`config.mk`:
```
export PLATFORM = sky130hd
export DESIGN_NAME = scanout_tree
export DESIGN_NICKNAME = d
export VERILOG_FILES = /design/src/rtl/scanout_pkg.sv /design/src/rtl/scanout_node_ctrl.sv /design/src/rtl/scanout_node_dp.sv /design/src/rtl/scanout_tree.sv
export SDC_FILE = /design/constraint.sdc
export NUM_CORES = 1
export LEC_CHECK = 0
export ABC_AREA = 1
export CAP_MARGIN = 15
export CELL_PAD_IN_SITES_DETAIL_PLACEMENT = 0
export CELL_PAD_IN_SITES_GLOBAL_PLACEMENT = 1
export CORE_ASPECT_RATIO = 0.9
export CORE_MARGIN = 1.5
export CORE_UTILIZATION = 22
export DETAILED_ROUTE_END_ITERATION = 8
export PLACE_DENSITY_LB_ADDON = 0.1
export SYNTH_ARGS = -nofsm -noshare
export SYNTH_HDL_FRONTEND = slang
export SYNTH_SLANG_ARGS = --single-unit
```
`constraint.sdc`:
```
create_clock -name clk -period 0.8 [get_ports clk]
set_input_delay 0.08 -clock clk [delete_from_list [all_inputs] [get_ports clk]]
set_output_delay 0.08 -clock clk [all_outputs]
set_load 0.02 [all_outputs]
```
`src/rtl/scanout_pkg.sv`:
```
package scanout_pkg;

  // Children merged by every node of the tree.
  localparam int unsigned FANIN = 4;

  // Strobes the control half of a node hands to its datapath half.
  typedef struct packed {
    logic [FANIN-1:0] pick;     // one-hot choice of the child to forward
    logic             anyLive;  // some child holds the addressed cell
  } nodeStrobe_t;

  function automatic int unsigned powFan(input int unsigned exponent);
    int unsigned acc;
    acc = 1;
    for (int unsigned k = 0; k < exponent; k++) acc = acc * FANIN;
    return acc;
  endfunction

  // Index of the first link feeding level lvl in the flat link vector.
  // Level 0 links are the leaves; level `levels` is the single root link.
  function automatic int unsigned levelBase(input int unsigned levels,
                                            input int unsigned lvl);
    int unsigned acc;
    acc = 0;
    for (int unsigned k = 0; k < lvl; k++) acc = acc + powFan(levels - k);
    return acc;
  endfunction

endpackage

```
`src/rtl/scanout_node_ctrl.sv`:
```
module scanout_node_ctrl
  import scanout_pkg::*;
(
  input  logic [FANIN-1:0] childValid,
  output nodeStrobe_t      strobe
);

  // Isolate the lowest live child so the datapath always sees a one-hot
  // choice, even on an illegal multi-live input.
  assign strobe.pick    = childValid & (~childValid + FANIN'(1));
  assign strobe.anyLive = |childValid;

endmodule

```
`src/rtl/scanout_node_dp.sv`:
```
module scanout_node_dp
  import scanout_pkg::*;
#(
  parameter bit REGISTERED = 1'b1
) (
  input  logic             clk,
  input  logic             rstN,
  input  logic [FANIN-1:0] childData,
  input  nodeStrobe_t      strobe,
  output logic             parentData,
  output logic             parentValid
);

  logic mergedData;
  logic mergedValid;

  assign mergedData  = |(childData & strobe.pick);
  assign mergedValid = strobe.anyLive;

  generate
    if (REGISTERED) begin : g_reg
      always_ff @(posedge clk or negedge rstN) begin
        if (!rstN) begin
          parentData  <= 1'b0;
          parentValid <= 1'b0;
        end else begin
          parentData  <= mergedData;
          parentValid <= mergedValid;
        end
      end
    end else begin : g_comb
      logic unusedClkRst;
      assign unusedClkRst = clk & rstN;
      assign parentData   = mergedData;
      assign parentValid  = mergedValid;
    end
  endgenerate

endmodule

```
`src/rtl/scanout_tree.sv`:
```
module scanout_tree
  import scanout_pkg::*;
#(
  parameter int unsigned LEVELS     = 2,
  parameter bit          REGISTERED = 1'b1,
  localparam int unsigned NUM_LEAVES = powFan(LEVELS)
) (
  input  logic                  clk,
  input  logic                  rstN,
  input  logic [NUM_LEAVES-1:0] leafData,
  input  logic [NUM_LEAVES-1:0] leafValid,
  output logic                  outData,
  output logic                  outValid
);

  localparam int unsigned ROOT_LINK   = levelBase(LEVELS, LEVELS);
  localparam int unsigned TOTAL_LINKS = ROOT_LINK + 1;

  logic [TOTAL_LINKS-1:0] linkData;
  logic [TOTAL_LINKS-1:0] linkValid;

  assign linkData[NUM_LEAVES-1:0]  = leafData;
  assign linkValid[NUM_LEAVES-1:0] = leafValid;

  generate
    for (genvar lvl = 0; lvl < LEVELS; lvl++) begin : g_level
      localparam int unsigned IN_BASE  = levelBase(LEVELS, lvl);
      localparam int unsigned OUT_BASE = levelBase(LEVELS, lvl + 1);
      localparam int unsigned NODES    = powFan(LEVELS - lvl - 1);
      for (genvar n = 0; n < NODES; n++) begin : g_node
        nodeStrobe_t nodeStb;

        scanout_node_ctrl u_ctrl (
          .childValid (linkValid[IN_BASE + n*FANIN +: FANIN]),
          .strobe     (nodeStb)
        );

        scanout_node_dp #(.REGISTERED(REGISTERED)) u_dp (
          .clk         (clk),
          .rstN        (rstN),
          .childData   (linkData[IN_BASE + n*FANIN +: FANIN]),
          .strobe      (nodeStb),
          .parentData  (linkData[OUT_BASE + n]),
          .parentValid (linkValid[OUT_BASE + n])
        );
      end
    end
  endgenerate

  assign outData  = linkData[ROOT_LINK];
  assign outValid = linkValid[ROOT_LINK];

endmodule

```
# Yosys cells after proc, flatten, opt, wreduce, memory -nomap -nowiden
# Index checks and enable logic that the tools add are counted.
[classes]
addsub = 5
n_bitwise = 15
reduce_logical = 10
[ops]
columns = ["cell", "count"]
rows = [
  ["bitwise AND 4 bit", 10],
  ["OR reduction 4 bit", 10],
  ["adder 4 x 1 -> 4 bit (second input constant)", 5],
  ["inverter 4 bit", 5],
]
[word_totals]
reg_bits = 10
inputBits = 34
word_cells = 40

# Logic depth before layout (Yosys ltp)
# Gate-level depths: netlist of run 1.
[depth]
depth_word = 5
mapped_depth = 5
depth_no_buf = 5

# By module
# Synthesis of run 1 repeated with hierarchy kept, for this count alone.
[unflattened]
hier_cells = 105
area_unflattened_um2 = 650.6
[modules_own_cells]
columns = ["module", "instances", "cells_per_inst", "area_per_inst_um2"]
rows = [
  ["scanout_node_dp", 5, 11, 83.8],
  ["scanout_node_ctrl", 5, 10, 46.3],
]

# Least setup slack after synthesis of run 1
# No wires, ideal clock.
[synth_path]
path_kind = "register -> register"
start = "register g_level[0].g_node[0].u_dp.parentValid"
end = "register g_level[1].g_node[0].u_dp.parentData"
setup_time_ns = 0.117
arrival_time_ns = 0.620
path_slack_ns = 0.062
stages_incl_launch_ff = 5
synth_period_minus_slack_ns = 0.738
cell_sequence = "dfrtp_1 > nor2_2 > inv_1 > nand2_1 > nand2_1"
[synth_via]
elab_chain_len = 5
[synth_lines]
columns = ["item", "line", "source"]
rows = [
  ["start: declaration", "scanout_node_dp.sv:11", "output logic parentValid"],
  ["start signal: assignment", "scanout_node_dp.sv:28", "parentValid <= mergedValid;"],
  ["inverter 4 bit", "scanout_node_ctrl.sv:10", "assign strobe.pick = childValid & (~childValid + FANIN'(1));"],
  ["adder 4 x 1 -> 4 bit", "scanout_node_ctrl.sv:10", ""],
  ["bitwise AND 4 bit *", "scanout_node_ctrl.sv:10", ""],
  ["bitwise AND 4 bit *", "scanout_node_dp.sv:17", "assign mergedData = |(childData & strobe.pick);"],
  ["OR reduction 4 bit *", "scanout_node_dp.sv:17", ""],
  ["net g_level[1].g_node[0].u_dp.mergedData", "scanout_node_dp.sv:14", "logic mergedData;"],
  ["end signal: assignment", "scanout_node_dp.sv:27", "parentData <= mergedData;"],
  ["end: declaration", "scanout_node_dp.sv:10", "output logic parentData,"],
]
# Mark *: on every way through the listed nets, which the timed path passes. The rest lies on a longest branch.

# Final worst setup path of run 1
[layout_path]
start = "register g_level[1].g_node[0].u_dp.parentData"
end = "output port outData"
[layout_rtl]
columns = ["item", "line", "source"]
rows = [
  ["end: declaration", "scanout_tree.sv:12", "output logic outData,"],
]
# No word-level cell between the ends.

==> results.md, run 1 <==
- Yosys cell types: 6
- Max-slew violation count: 0
- Worst min path class: input port to async pin
- Relative slew slack: 90.4%
- Setup CP Type: flop to output port
- Die Span Y: between 50 and 60 µm
- Worst Path Arrival: 0.76 ns
- Leak: 0.515 nW
- GR Overflow Total: 0
- Clk_lat worst skew: 0.26 ns
- Initial DRC count: 20
- VDD IR max: 1.01 mV
- Hold Fails Final Rpt: 0
- Synth Instances: 90
- Drt drc: 0
- Die Width: 56.6 µm
- Skew final: around 0.0016 ns
- Drt first pass iters: 4
- Final Wtd Congestion: 0.581
- Top Metal Used: met3
- Syn Nets: 124
- Synthesis warning total: 0
- RSZ-0062 raised after global routing: yes
- Violated checks: negative setup slack
- Worst EP required: 0.72 ns
- P_sw: 0.292 mW
- Drt via density: between 3 and 4
- Number of global-route vias before repair: 518
- WP buf/inv: 1
- Max_cap viols: 0
- Setup TNS: -0.0808 ns
- Clock sinks: 10
- Worst-Margin Slew: 0.143 ns
- Post-Syn Area per Cell: 6.33 µm²
- Power share of the sequential group: between 40% and 50%
- Sw frac: 22.4%
- #FFs+latches synth: 10
- NumNets Final: 165
- Critical Path Sink Type: output port
- Final WS setup: -0.0406 ns
- Max incr delay on CP: 0.37 ns
- Drt total wl: approximately 1100 µm
- CP cell instances: buf_6
- Slowest cell on the critical path: dfrtp_1
- H-tree depth: 1
- Layout cell share with drive strength beyond 1: 9.23%
- Core area: 2450 µm²
- Largest net degree at the start of global routing: 11
- CP delay by family, top: flip-flops
- Area Growth Syn to Fin: 75.8%
- Routed wl met2: 507 µm
- Std-Cell Rows: 17
- Maximum clock path buffer count: 2
- Synth Cell Area: 569 µm²
- Setup violations, final: 2
- Clock-pin slew on the worst setup and hold paths: 0.06 ns
- Vias: 584
- Routed wl met3: 95 µm
- Wire length per cell: 6.78 µm
- Clock share of power: 34.3%
- N_diodes: 0
- Initial antenna violation count: 0
- CTS tree: yes
- Final cycle utilization of the critical path: 105%
- Total power: 1.30 mW
- IO buf count: 35
- Total GRT Usage: 8.45%
- Outcome: finished with violations
- R2r setup slk: 0.01 ns
- Power density over the cells: 1300 nW/µm²
- Initial Util: 23.3%
- Root buffer cell: clkbuf_4
- Comb pwr share: 23.7%
- M1 wire length: 469 µm
- Global-route wire length before repair: 1900 µm
- Post-layout min period: 0.841 ns
- Int Power: 1.01 mW
- Critical Path Fanout Max: 1
- DIE AREA: 2900 µm²
- Num CTS Buffers: 3
- Antenna viol nets, final: 0
- Detailed placer's ending HPWL: 941 µm
- Startpoint types: flop
- IO Count: 36
- Post-CTS Setup Repair Bufs: 0
- F_max: 1.19 GHz
- Post-synthesis sequential area ratio: between 40% and 50%
[sequential cells by signal, summed over array words and instances (netlist names)]
name and cells:
g_level.g_node.u_dp.parentData 5, g_level.g_node.u_dp.parentValid 5
[per-stage QoR]
step                      hold slack [ns]  worst slack [ns]  area, µm²  instances  util [%]
final                              0.0960           -0.0406       1000        158      40.9
after global routing                0.101           -0.0743       1000        158      40.9
after CTS                          0.0893           -0.0547       1000        158      40.9
after detailed placement            0.383            -0.190        962        154      39.3
after global placement              0.385            -0.171        962        154      39.3
after floorplan                    -0.216            0.0623        569         90         -
[power groups by stage]
stage,logic [mW],clock network (mW),registers [mW]
final,0.309,0.447,0.548
after detailed placement,0.314,0,0.554
after floorplan,0.0932,0,0.561
after global placement,0.310,0,0.556
after global routing,0.353,0.500,0.549
after CTS,0.315,0.474,0.547
[layer usage]
layer | GRT usage (%) | vias to the layer above
li1 | - | 337
met1 | 8.53 | 229
met2 | 14.9 | 18
met3 | 4.05 | 0
met4 | 3.57 | 0
met5 | 0 | -
[cells in the mapped netlist (all sizes together)]
| cell | n | area [µm²] |
|---|---|---|
| nor2 | 10 | 50.1 |
| nand3 | 5 | 25.0 |
| dfrtp | 10 | 250 |
| nand2 | 45 | 169 |
| inv | 20 | 75.1 |
[worst register-to-register path, cell delays in order (launching register included)]
cell	delay, ns
dfrtp_1	0.40
nor2_2	0.13
inv_1	0.05
nand2_1	0.06
nand2_1	0.05
[cell families after synthesis]
family,after synthesis,synth area share (%)
buffers and inverters,20,13.2
flip-flops,10,44.0
AND/OR/NAND/NOR,60,42.9
[cells in the final DEF, fill, tap and decap left out]
cell | Yosys | final
clkbuf_4 | 0 | 3
dfrtp_1 | 10 | 10
buf_6 | 0 | 2
buf_4 | 0 | 1
nand2_1 | 45 | 45
clkdlybuf4s50_1 | 0 | 33
nor2_1 | 5 | 5
nand3_1 | 5 | 5
inv_1 | 20 | 20
clkbuf_8 | 0 | 1
nor2_2 | 5 | 5
[timing repair]
| action | CTS | global route |
|---|---|---|
| endpoints found under the setup margin | 3 | 3 |
| resized for setup | 12 | 0 |
| pin swaps | 0 | 0 |
| hold endpoints to repair | 0 | 0 |
| hold buffers | 0 | 0 |
[area by class of cell]
type                    instances  area (µm²)
fillers                       257        1450
clock buffers                   4        36.3
multi-input cells              60         244
repair buffers                 36         360
inverters                      20        75.1
well taps                      28        35.0
flip-flops and latches         10         250
[path summary, 6_finish.rpt]
check,start,depth (start not counted),end
hold / removal,rstN,2,g_level[0].g_node[3].u_dp.parentData
max in group asynchronous,rstN,2,g_level[0].g_node[1].u_dp.parentValid
setup / recovery,g_level[1].g_node[0].u_dp.parentData,1,outData
min in group clk,leafValid[5],3,g_level[0].g_node[1].u_dp.parentValid
setup reg to reg,g_level[0].g_node[0].u_dp.parentValid,4,g_level[1].g_node[0].u_dp.parentData
hold reg to reg,g_level[0].g_node[1].u_dp.parentValid,2,g_level[1].g_node[0].u_dp.parentValid
(Power assumes the default switching activity.)
==> inputs of run 2 (changes only) <==
Settings changed: GPL_TIMING_DRIVEN from default to 0.
==> run 2 against run 1 <==
The flow still finishes with violations (negative setup slack). Routed wire length decreased by 1.7%. Cell count shrank 0.63%. Via count is 0.86% higher. First-iteration DRC count fell by 20%. Sequential power about the same. Sequential cell count unchanged. Critical path depth is the same. Fmax decreased by 0.56%. Worst hold slack better by 0.022 ns. Power fell by 0.91%. Design area is 0.75% lower. Critical path type unchanged. Clock skew increased by 0.00083 ns.
==> results.md, run 2 (same netlist as run 1, synthesis figures left out) <==
- H-tree depth: 1 (unchanged)
- Wire length per cell: 6.71 µm (was 6.78 µm)
- Inst Count DP: 153 (was 154)
- Post-CTS Setup Repair Bufs: 0 (unchanged)
- Leak: 0.510 nW (was 0.515 nW)
- CTS tree: yes (unchanged)
- Num CTS Buffers: 3 (unchanged)
- Final Instance Area: 993 µm² (was 1000 µm²)
- NumNets Final: 164 (was 165)
- Core area: 2450 µm² (unchanged)
- CP cell instances: buf_6 (unchanged)
- Fillers: 272 (was 257)
- Worst EP required: 0.72 ns (about the same)
- Setup violations, final: 2 (unchanged)
- RSZ-0062 raised after global routing: yes (unchanged)
- Final WS setup: -0.0453 ns (was -0.0406 ns)
- Critical Path Fanout Max: 1 (unchanged)
- Max_cap viols: 0 (unchanged)
- Final Wtd Congestion: 0.604 (was 0.581)
- M1 wire length: 454 µm (was 469 µm)
- Initial DRC count: 16 (was 20)
- Clock-pin slew on the worst setup and hold paths: 0.06 ns (about the same)
- Slowest cell on the critical path: dfrtp_1 (unchanged)
- VDD IR max: 1.41 mV (was 1.01 mV)
- Routed wl met2: 484 µm (was 507 µm)
- N_diodes: 0 (unchanged)
- Placed cell area: 955 µm² (was 962 µm²)
- Final cycle utilization of the critical path: 106% (was 105%)
- Most frequent cells in the layout: 45 x nand2_1, 33 x clkdlybuf4s50_1, 20 x inv_1 (unchanged)
- IO buf count: 35 (unchanged)
- Die Width: 56.6 µm (unchanged)
- R2R cell count: 4 (unchanged)
- Hold Fails Final Rpt: 0 (unchanged)
- Max-slew violation count: 0 (unchanged)
- F_max: 1.18 GHz (was 1.19 GHz)
- Setup TNS: -0.0863 ns (was -0.0808 ns)
- Fin Hold WS: 0.118 ns (was 0.0960 ns)
- Clock sinks: 10 (unchanged)
- DIE AREA: 2900 µm² (unchanged)
- Drt total wl: 1050 µm (was 1070 µm)
- Worst-Margin Slew: 0.422 ns (was 0.143 ns)
- Power density over the cells: 1300 nW/µm² (about the same)
- Relative slew slack: 71.8% (was 90.4%)
- Initial antenna violation count: 0 (unchanged)
- Drt drc: 0 (unchanged)
- Pre-CTS setup slack: -0.176 ns (was -0.190 ns)
- Die Span Y: 51.3 µm (unchanged)
- Largest net degree at the start of global routing: 11 (unchanged)
- Top Metal Used: met4 (was met3)
- Skew final: 0.00241 ns (was 0.00157 ns)
- R2R Path End: g_level[1].g_node[0].u_dp.parentData (unchanged)
- Critical Path Sink Type: output port (unchanged)
- Worst Path Arrival: 0.77 ns (was 0.76 ns)
- Drt via density: 3.75 (was 3.70)
- WP buf/inv: 1 (unchanged)
- Reg area: 250 µm² (unchanged)
- GR Overflow Total: 0 (unchanged)
- Total GRT Usage: 8.66% (was 8.45%)
- Routed wl met3: 107 µm (was 95 µm)
- Area Growth Syn to Fin: 74.5% (was 75.8%)
- IO Count: 36 (unchanged)
- Outcome: finished with violations (unchanged)
- Worst r2r src: g_level[0].g_node[0].u_dp.parentValid (unchanged)
- Most common cell after layout, fill and taps aside: nand2_1 (unchanged)
- Number of global-route vias before repair: 517 (was 518)
- Startpoint types: flop (unchanged)
- Drt first pass iters: 2 (was 4)
- Total power: 1.29 mW (was 1.30 mW)
- Layout cell share with drive strength beyond 1: 8.53% (was 9.23%)
- Vias: 589 (was 584)
- Std-Cell Rows: 17 (unchanged)
- Max incr delay on CP: 0.38 ns (was 0.37 ns)
- Footprint of the multi-input gates: 244 µm² (unchanged)
- Global-route wire length before repair: 1910 µm (was 1900 µm)
- Util after Layout: 40.6% (was 40.9%)
- R2r setup slk: 0.02 ns (was 0.01 ns)
- Initial Util: 23.3% (unchanged)
- Worst min path class: input port to async pin (unchanged)
- Detailed placer's ending HPWL: 919 µm (was 941 µm)
- Maximum clock path buffer count: 2 (unchanged)
- Antenna viol nets, final: 0 (unchanged)
- Post-layout min period: 0.845 ns (was 0.841 ns)
- Top flop regs: g_level.g_node.u_dp.parentData x5, g_level.g_node.u_dp.parentValid x5 (unchanged)
- Root buffer cell: clkbuf_4 (unchanged)
- Post-route insts no fill: 157 (was 158)
- Violated checks: negative setup slack (unchanged)
- Clk_lat worst skew: 0.26 ns (about the same)
- CP delay by family, top: flip-flops (unchanged)
- Setup CP Type: flop to output port (unchanged)
==> run 2: cell count changes in the layout (fill, tap and decap cells not counted), sizes merged <==
cell  before  now
buf        3    2
==> run 2: worst max-delay path by stage <==
stage	end	depth (start not counted)	startpoint	slack (ns)
final	outValid	1	g_level[1].g_node[0].u_dp.parentValid	-0.05
after global routing	outData	1	g_level[1].g_node[0].u_dp.parentData	-0.09
after CTS	outValid	1	g_level[1].g_node[0].u_dp.parentValid	-0.07
after detailed placement	outData	1	g_level[1].g_node[0].u_dp.parentData	-0.18
after global placement	outValid	1	g_level[1].g_node[0].u_dp.parentValid	-0.18
after floorplan	g_level[1].g_node[0].u_dp.parentData	4	g_level[0].g_node[0].u_dp.parentValid	0.06
==> run 2: power breakdown <==
group / switching (mW) / internal (mW)
logic: 0.108 / 0.196
clock network: 0.165 / 0.276
registers: 0.0111 / 0.536
==> run 2: repair_timing <==
item / CTS / global route
hold buffers: 0 / 0
resized for setup: 12 / 0
hold endpoints to repair: 0 / 0
pin swaps: 0 / 0
setup endpoints to repair: 2 / 3
==> run 2: area by class of cell <==
type | instances | area share (%)
Multi-Input combinational cell | 60 | 24.6
Tap cell | 28 | 3.53
Inverter | 20 | 7.56
Timing Repair Buffer | 35 | 35.5
Clock buffer | 4 | 3.65
Sequential cell | 10 | 25.2
==> run 2: per-layer routing <==
layer / up-vias / global-route usage [%]
li1: 335 / -
met1: 232 / 9.10
met2: 20 / 14.3
met3: 2 / 4.81
met4: 0 / 3.57
met5: - / 0
